===== src/rtl/addr_latch_pkg.sv =====
package addr_latch_pkg;
  // encoded as {clr, en_n}
  typedef enum logic [1:0] {
    MODE_WRITE = 2'b00,
    MODE_HOLD  = 2'b01,
    MODE_STEER = 2'b10,
    MODE_ZERO  = 2'b11
  } mode_e;
endpackage


===== src/rtl/al_mode_dec.sv =====
module al_mode_dec
  import addr_latch_pkg::*;
(
  input  logic  en_ni,
  input  logic  clr_i,
  output mode_e mode_o
);
  always_comb begin
    unique case ({clr_i, en_ni})
      2'b00:   mode_o = MODE_WRITE;
      2'b01:   mode_o = MODE_HOLD;
      2'b10:   mode_o = MODE_STEER;
      default: mode_o = MODE_ZERO;
    endcase
  end
endmodule


===== src/rtl/al_addr_dec.sv =====
module al_addr_dec #(
  parameter int unsigned ADDR_W = 3,
  localparam int unsigned NB    = 1 << ADDR_W
) (
  input  logic [ADDR_W-1:0] addr_i,
  output logic [NB-1:0]     sel_o
);
  for (genvar k = 0; k < NB; k++) begin : g_sel
    assign sel_o[k] = (addr_i == ADDR_W'(k));
  end
endmodule


===== src/rtl/al_bit.sv =====
module al_bit
  import addr_latch_pkg::*;
(
  input  logic  clk_i,
  input  logic  rst_ni,
  input  mode_e mode_i,
  input  logic  sel_i,
  input  logic  d_i,
  output logic  q_o
);
  always_ff @(posedge clk_i or negedge rst_ni) begin
    if (!rst_ni) begin
      q_o <= 1'b0;
    end else begin
      unique case (mode_i)
        MODE_WRITE: if (sel_i) q_o <= d_i;
        MODE_HOLD:  q_o <= q_o;
        MODE_STEER: q_o <= sel_i & d_i;
        default:    q_o <= 1'b0;
      endcase
    end
  end
endmodule


===== src/rtl/addr_latch8.sv =====
module addr_latch8
  import addr_latch_pkg::*;
#(
  parameter int unsigned ADDR_W = 3,
  localparam int unsigned NB    = 1 << ADDR_W
) (
  input  logic              clk_i,
  input  logic              rst_ni,
  input  logic [ADDR_W-1:0] addr_i,
  input  logic              data_i,
  input  logic              en_ni,
  input  logic              clr_i,
  output logic [NB-1:0]     q_o
);
  mode_e          mode;
  logic  [NB-1:0] sel;

  al_mode_dec u_mode (
    .en_ni (en_ni),
    .clr_i (clr_i),
    .mode_o(mode)
  );

  al_addr_dec #(.ADDR_W(ADDR_W)) u_addr (
    .addr_i(addr_i),
    .sel_o (sel)
  );

  for (genvar k = 0; k < NB; k++) begin : g_bit
    al_bit u_bit (
      .clk_i (clk_i),
      .rst_ni(rst_ni),
      .mode_i(mode),
      .sel_i (sel[k]),
      .d_i   (data_i),
      .q_o   (q_o[k])
    );
  end
endmodule


===== config.mk =====
export PLATFORM = sky130hd
export DESIGN_NAME = addr_latch8
export DESIGN_NICKNAME = d
export VERILOG_FILES = /design/src/rtl/addr_latch_pkg.sv /design/src/rtl/al_mode_dec.sv /design/src/rtl/al_addr_dec.sv /design/src/rtl/al_bit.sv /design/src/rtl/addr_latch8.sv
export SDC_FILE = /design/constraint.sdc
export NUM_CORES = 1
export LEC_CHECK = 0
export CAP_MARGIN = 20
export CELL_PAD_IN_SITES_DETAIL_PLACEMENT = 0
export CELL_PAD_IN_SITES_GLOBAL_PLACEMENT = 1
export CORE_MARGIN = 3
export CORE_UTILIZATION = 35
export CTS_BUF_LIST = sky130_fd_sc_hd__clkbuf_16
export CTS_CLUSTER_DIAMETER = 200
export DETAILED_ROUTE_END_ITERATION = 12
export GPL_TIMING_DRIVEN = 0
export PLACE_DENSITY = 0.89
export SLEW_MARGIN = 10
export SYNTH_ARGS = -nofsm -noshare
export SYNTH_HDL_FRONTEND = slang
export SYNTH_SLANG_ARGS = --single-unit

===== constraint.sdc =====
create_clock -name clk_i -period 2.9 [get_ports clk_i]
set_clock_uncertainty 0.1 [all_clocks]
set_input_delay 0.58 -clock clk_i [delete_from_list [all_inputs] [get_ports clk_i]]
set_output_delay 0.58 -clock clk_i [all_outputs]
set_load 0.05 [all_outputs]

==> flow_summary.yaml, run 1 <==
worst_hold_path:
  timing.hold.worst_path_depth: 2
  hold_path_class: "reg2reg"
cts:
  cts.reportedPaths.clkPinSlew_ps: 40
  clock_tree.root_cell: "clkbuf_16"
  cts.sink_count: 8
  cts_buffer_depth: 2
  clk_latency_ps: 230
  cts_setup_buffers: 0
  post_cts_resized: 0
  tritoncts: "done"
  clock_tree.htree_level_count: 1
  number_of_clock_buffers_inserted_by_tritoncts: 3
  hold_buffers: 0
synth:
  synth_top_area_share_pct: 41.1
  synthesis.yosys.warnings: 0
  synth.yosys.seq_area_share_pct: 41.1
  post_synth_instance_area_um2: 487
  synthesis.instances: 40
  synth.area.top_cells: "dfrtp_1 (41%), buf_4 (12%), mux2_2 (12%), nor2b_1 (10%), mux2_4 (6.2%)"
  syn_avg_cell_area_um2: 12.2
  yosys.area.top_type: "dfrtp_1"
  synth_nets: 48
  synth.ff_latch_count: 8
  synthDistinctLibCells: 11
pwr:
  power-per-cell-area_nw_per_um2: 555
  sw_frac_of_total_pct: 20.6
  net_switching_component_of_the_power_uw: 83.2
  p_clk_share_pct: 56.5
  p_int_uw: 322
  worst_voltage_drop_across_the_vdd_grid_v: 0.000408
  power.share.sequential_pct: 29.1
  combinationalPowerShare_pct: 14.3
  cellLeakagePower_uw: 0.000328
sta:
  report.final.hold_viol_count: 0
  time_the_final_worst_path_needs_with_i_o_delays_and_setup_ps: 2140
  finalSetupViolations: 0
  final.period_utilization_pct: 73.7
  timing.max_slew.rel_slack_pct: 66.7
  totalNegativeSetupSlack_ps: 0
  rsz0062_at_grt: "no"
  fmax_ghz: 0.468
  measured_slew_at_the_worst_slew_check_pin_ps: 498
  timing.final.max_slew_violations: 0
cells_and_area:
  insertedDiodeCount: 0
  filler_cell_count: 111
  largest_reg_flops: 8
  nNetsFinal: 68
  areaGrowthSynthToFinish_pct: 49.9
  top_register: "g_bit.u_bit.q_o"
  final_cell_count_no_fill: 72
  post_route_cells_drive_above_1_share_pct: 34.5
  layout.cells.most_common_list: "clkdlybuf4s50_1 (15), nor2b_1 (8), buf_4 (8), dfrtp_1 (8), mux2_2 (5)"
  mostFrequentLayoutCell: "clkdlybuf4s50_1"
  biggestRegsByFlops: "g_bit.u_bit.q_o x8"
detailed_routing:
  via_per_inst: 4.96
  drt_iter0_markers: 0
  drtPass1Iterations: 1
  ant_nets: 0
  drt_wl_total_um: 972
  detailroute.via_count: 357
  drt-wirelength-per-cell_um: 13.5
  number_of_remaining_drc_errors: 0
global_routing:
  antenna_found_initial: 0
  largest_net_degree_at_the_start_of_global_routing: 9
  grt_first_pass_wirelength_mm: 1.88
  globalRouteTotalUtil_pct: 14.0
  grt_pass1_vias: 400
  overflow: 0
worst_setup_path:
  cp_data_required_time_ps: 2220
  path_class: "reg2out"
  worstSetupStartpointType: "flip-flop"
  arrival_ps: 1460
  largest_driver_fanout_on_the_critical_path: 2
  count_of_cells_along_the_worst_register_to_register_path: 2
  critPathCaptureType: "output port"
floorplanning:
  die_height_um: 43.3
  die_w_um: 43.3
  floorplan.core_area_um2: 1200
  io_pins: 16
  effective_utilization_at_floorplan_pct: 40.5
  rows: 12
  die_area_um2: 1870
place:
  post-place-cells: 69
  globalplace.congestion: 0.717
  io_buffers: 15
run:
  maxCapViolCount: 0
outcome:
  status: "completed"
power by group through the flow:
stage               clock, µW  combinational (µW)  sequential (µW)
CTS                       237                58.6              118
detailed placement          0                58.3              119
global route              244                62.5              119
floorplan                   0                31.1              119
global placement            0                58.2              119
finish                    229                58.1              118
synth_stat cells, drive strengths merged:
master,n
buf,8
dfrtp,8
mux2,8
nor2b,8
and4bb,3
nor4b,3
nand4b,1
nor4,1
layout make-up:
cell class / instances / area (µm²) / share of cell area (%)
sequential: 8 / 200 / 27.4
clock buffer: 3 / 75.1 / 10.3
timing repair buffer: 15 / 150 / 20.6
tap: 14 / 17.5 / 2.40
multi-input combinational: 24 / 226 / 31.0
buffer: 8 / 60.1 / 8.23
critical path: stages, from the launching register on:
cell and delay [ps]:
dfrtp_1 330, buf_4 100, clkdlybuf4s50_1 790
final timing paths:
| path | from | end | slack (ps) |
|---|---|---|---|
| max | g_bit[5].u_bit.q_o$_DFFE_PN0P_ | q_o[5] | 760 |
| max in group asynchronous | rst_ni | g_bit[4].u_bit.q_o$_DFFE_PN0P_ | 1900 |
| min | g_bit[4].u_bit.q_o$_DFFE_PN0P_ | g_bit[4].u_bit.q_o$_DFFE_PN0P_ | 520 |
| min reg2reg | g_bit[4].u_bit.q_o$_DFFE_PN0P_ | g_bit[4].u_bit.q_o$_DFFE_PN0P_ | 520 |
| min in group asynchronous | rst_ni | g_bit[3].u_bit.q_o$_DFFE_PN0P_ | 540 |
| max reg2reg | g_bit[5].u_bit.q_o$_DFFE_PN0P_ | g_bit[5].u_bit.q_o$_DFFE_PN0P_ | 1910 |
metal layers:
layer	vias to the layer above	track usage [%]	part of all wire (%)
li1	175	-	-
met1	164	18.7	44
met2	14	17.7	46
met3	4	7.20	8.5
met4	0	7.23	2.0
met5	-	0	0
metrics by stage:
stage	power (µW)	cell area, µm²	util (%)	hold slack, ps	worst slack, ps
finish	405	729	60.7	519	763
global placement	177	654	54.5	494	822
CTS	414	729	60.7	525	745
floorplan	150	487	-	184	1450
detailed placement	178	654	54.5	513	816
global route	425	729	60.7	568	701
cell families (layout without fill, tap and decap cells):
family	after synthesis	after routing	synth area share, %
and+or+nand+nor	16	16	26.5
muxes	8	8	20.1
DFF	8	8	41.1
buffers and inverters	8	26	12.3
Power figures use the tool's default switching activity.
==> inputs of run 2 (changes only) <==
--- a/config.mk
+++ b/config.mk
@@ -8,13 +8,14 @@
 export CAP_MARGIN = 20
 export CELL_PAD_IN_SITES_DETAIL_PLACEMENT = 0
 export CELL_PAD_IN_SITES_GLOBAL_PLACEMENT = 1
+export CORE_ASPECT_RATIO = 1.2
 export CORE_MARGIN = 3
-export CORE_UTILIZATION = 35
+export CORE_UTILIZATION = 30
 export CTS_BUF_LIST = sky130_fd_sc_hd__clkbuf_16
 export CTS_CLUSTER_DIAMETER = 200
 export DETAILED_ROUTE_END_ITERATION = 12
 export GPL_TIMING_DRIVEN = 0
-export PLACE_DENSITY = 0.89
+export PLACE_DENSITY = 0.82
 export SLEW_MARGIN = 10
 export SYNTH_ARGS = -nofsm -noshare
 export SYNTH_HDL_FRONTEND = slang
==> constraint.sdc (replaced) <==
create_clock -name clk_i -period 1.9 [get_ports clk_i]
set_clock_uncertainty 0.1 [all_clocks]
set_input_delay 0.38 -clock clk_i [delete_from_list [all_inputs] [get_ports clk_i]]
set_output_delay 0.38 -clock clk_i [all_outputs]
set_load 0.05 [all_outputs]
==> flow_summary.yaml, run 2 (synthesis gave the netlist of run 1 again) <==
global_routing:
  grt_use_met3_pct: 4.38
  global_route.usage.met2_pct: 14.0
  largest_net_degree_at_the_start_of_global_routing: 9
  grt_util_met1_pct: 13.0
  antenna_found_initial: 0
  globalRouteTotalUtil_pct: 10.9
  grt_pass1_vias: 378
  grt_first_pass_wirelength_mm: 1.64
  overflow: 0
  global_route.peak_usage_layer: "met2"
pwr:
  totalPowerFinal_uw: 607
  cellLeakagePower_uw: 0.000364
  power-per-cell-area_nw_per_um2: 840
  worst_voltage_drop_across_the_vdd_grid_v: 0.000509
worst_setup_path:
  r2r_slack_ps: 910
  worstSetupStartpointType: "flip-flop"
  critical_path.reg2reg.endpoint: "g_bit[5].u_bit.q_o$_DFFE_PN0P_"
  arrival_ps: 1180
  critPathCaptureType: "output port"
  reg2reg_from: "g_bit[5].u_bit.q_o$_DFFE_PN0P_"
  largest_driver_fanout_on_the_critical_path: 2
  path_class: "reg2out"
  count_of_cells_along_the_worst_register_to_register_path: 2
  cp_data_required_time_ps: 1420
sta:
  time_the_final_worst_path_needs_with_i_o_delays_and_setup_ps: 1660
  totalNegativeSetupSlack_ps: 0
  timing.final.max_slew_violations: 0
  rsz0062_at_grt: "no"
  report.final.hold_viol_count: 0
  fin_ws_ps: 236
  finalSetupViolations: 0
  final.period_utilization_pct: 87.6
  timing.max_slew.rel_slack_pct: 67.4
  measured_slew_at_the_worst_slew_check_pin_ps: 490
  fmax_ghz: 0.601
worst_hold_path:
  hold_path_class: "in2async"
floorplanning:
  die_area_um2: 2140
  io_pins: 16
  effective_utilization_at_floorplan_pct: 32.8
  floorplan.core_area_um2: 1480
  die_w_um: 42.8
  rows: 15
  die_height_um: 50.1
detailed_routing:
  drtPass1Iterations: 2
  ant_nets: 0
  drt_iter0_markers: 3
  drt_wl_total_um: 909
  via_per_inst: 4.72
  drt-wirelength-per-cell_um: 12.1
  number_of_remaining_drc_errors: 0
  detailroute.via_count: 354
cts:
  tritoncts: "done"
  clock_tree.htree_level_count: 1
  clk_latency_ps: 230
  cts.reportedPaths.clkPinSlew_ps: 30
  cts_setup_buffers: 0
  number_of_clock_buffers_inserted_by_tritoncts: 3
  cts_buffer_depth: 2
  cts.sink_count: 8
  clock_tree.root_cell: "clkbuf_16"
place:
  placed_wire_length_estimate_um: 619
  pre_cts_ws_ps: 0.845
  globalplace.congestion: 0.661
  dpl_cell_area_um2: 658
  io_buffers: 15
cells_and_area:
  postLayoutCellArea_um2: 723
  biggestRegsByFlops: "g_bit.u_bit.q_o x8"
  largest_reg_flops: 8
  insertedDiodeCount: 0
  top_register: "g_bit.u_bit.q_o"
  post_route_cells_drive_above_1_share_pct: 34.5
  areaGrowthSynthToFinish_pct: 48.6
  nNetsFinal: 68
  filler_cell_count: 130
  layout.cells.most_common_list: "nor2b_1 (8), buf_4 (8), dfrtp_1 (8), dlygate4sd2_1 (8), clkdlybuf4s50_1 (7)"
outcome:
  status: "completed"
run:
  maxCapViolCount: 0
## run 2: cell count changes in the layout (fill, tap and decap cells not counted)
cell             delta
dlygate4sd2_1       +8
clkdlybuf4s50_1     -8
## run 2: power breakdown
group	internal [µW]	switching, µW
Combinational	38.6	44.8
Clock	270	73.5
Sequential	177	2.59
Total	486	121
## run 2: worst max path at each step
| stage | start | end | slack [ps] | cells past startpoint |
|---|---|---|---|---|
| after floorplan | addr_i[2] | g_bit[1].u_bit.q_o$_DFFE_PN0P_ | 650 | 2 |
| after global placement | addr_i[1] | g_bit[4].u_bit.q_o$_DFFE_PN0P_ | 10 | 3 |
| after detailed placement | addr_i[2] | g_bit[4].u_bit.q_o$_DFFE_PN0P_ | 0.8 | 3 |
| after CTS | g_bit[0].u_bit.q_o$_DFFE_PN0P_ | q_o[0] | 230 | 2 |
| after global routing | addr_i[1] | g_bit[4].u_bit.q_o$_DFFE_PN0P_ | 120 | 3 |
| final | g_bit[0].u_bit.q_o$_DFFE_PN0P_ | q_o[0] | 240 | 2 |
## run 2: area by class of cell
class	instances	area, µm²	area share (%)
multi-input cells	24	226	31.3
flip-flops and latches	8	200	27.7
repair buffers	15	140	19.4
clock buffers	3	75.1	10.4
plain buffers	8	60.1	8.30
well taps	17	21.3	2.94
## run 2: what timing repair did
item                                    CTS  global route
resized for setup                         8             0
hold buffers                              0             0
endpoints found under the setup margin    8             0
## run 2: worst max-delay path, cell delays in order, from the launching register on
cell,delay (ps)
dfrtp_1,330
buf_4,100
dlygate4sd2_1,520
## run 2: metrics by stage
step	utilization (%)	hold WS [ps]	instances
after global routing	48.8	372	75
after CTS	48.8	349	75
after detailed placement	44.4	516	72
final	48.8	338	75
after global placement	44.4	488	72
after floorplan	-	-15.6	40
## run 2: routing by layer
| layer | wire length [µm] | vias to the layer above |
|---|---|---|
| li1 | - | 174 |
| met1 | 420 | 161 |
| met2 | 362 | 15 |
| met3 | 84 | 4 |
| met4 | 42 | 0 |
| met5 | 0 | - |
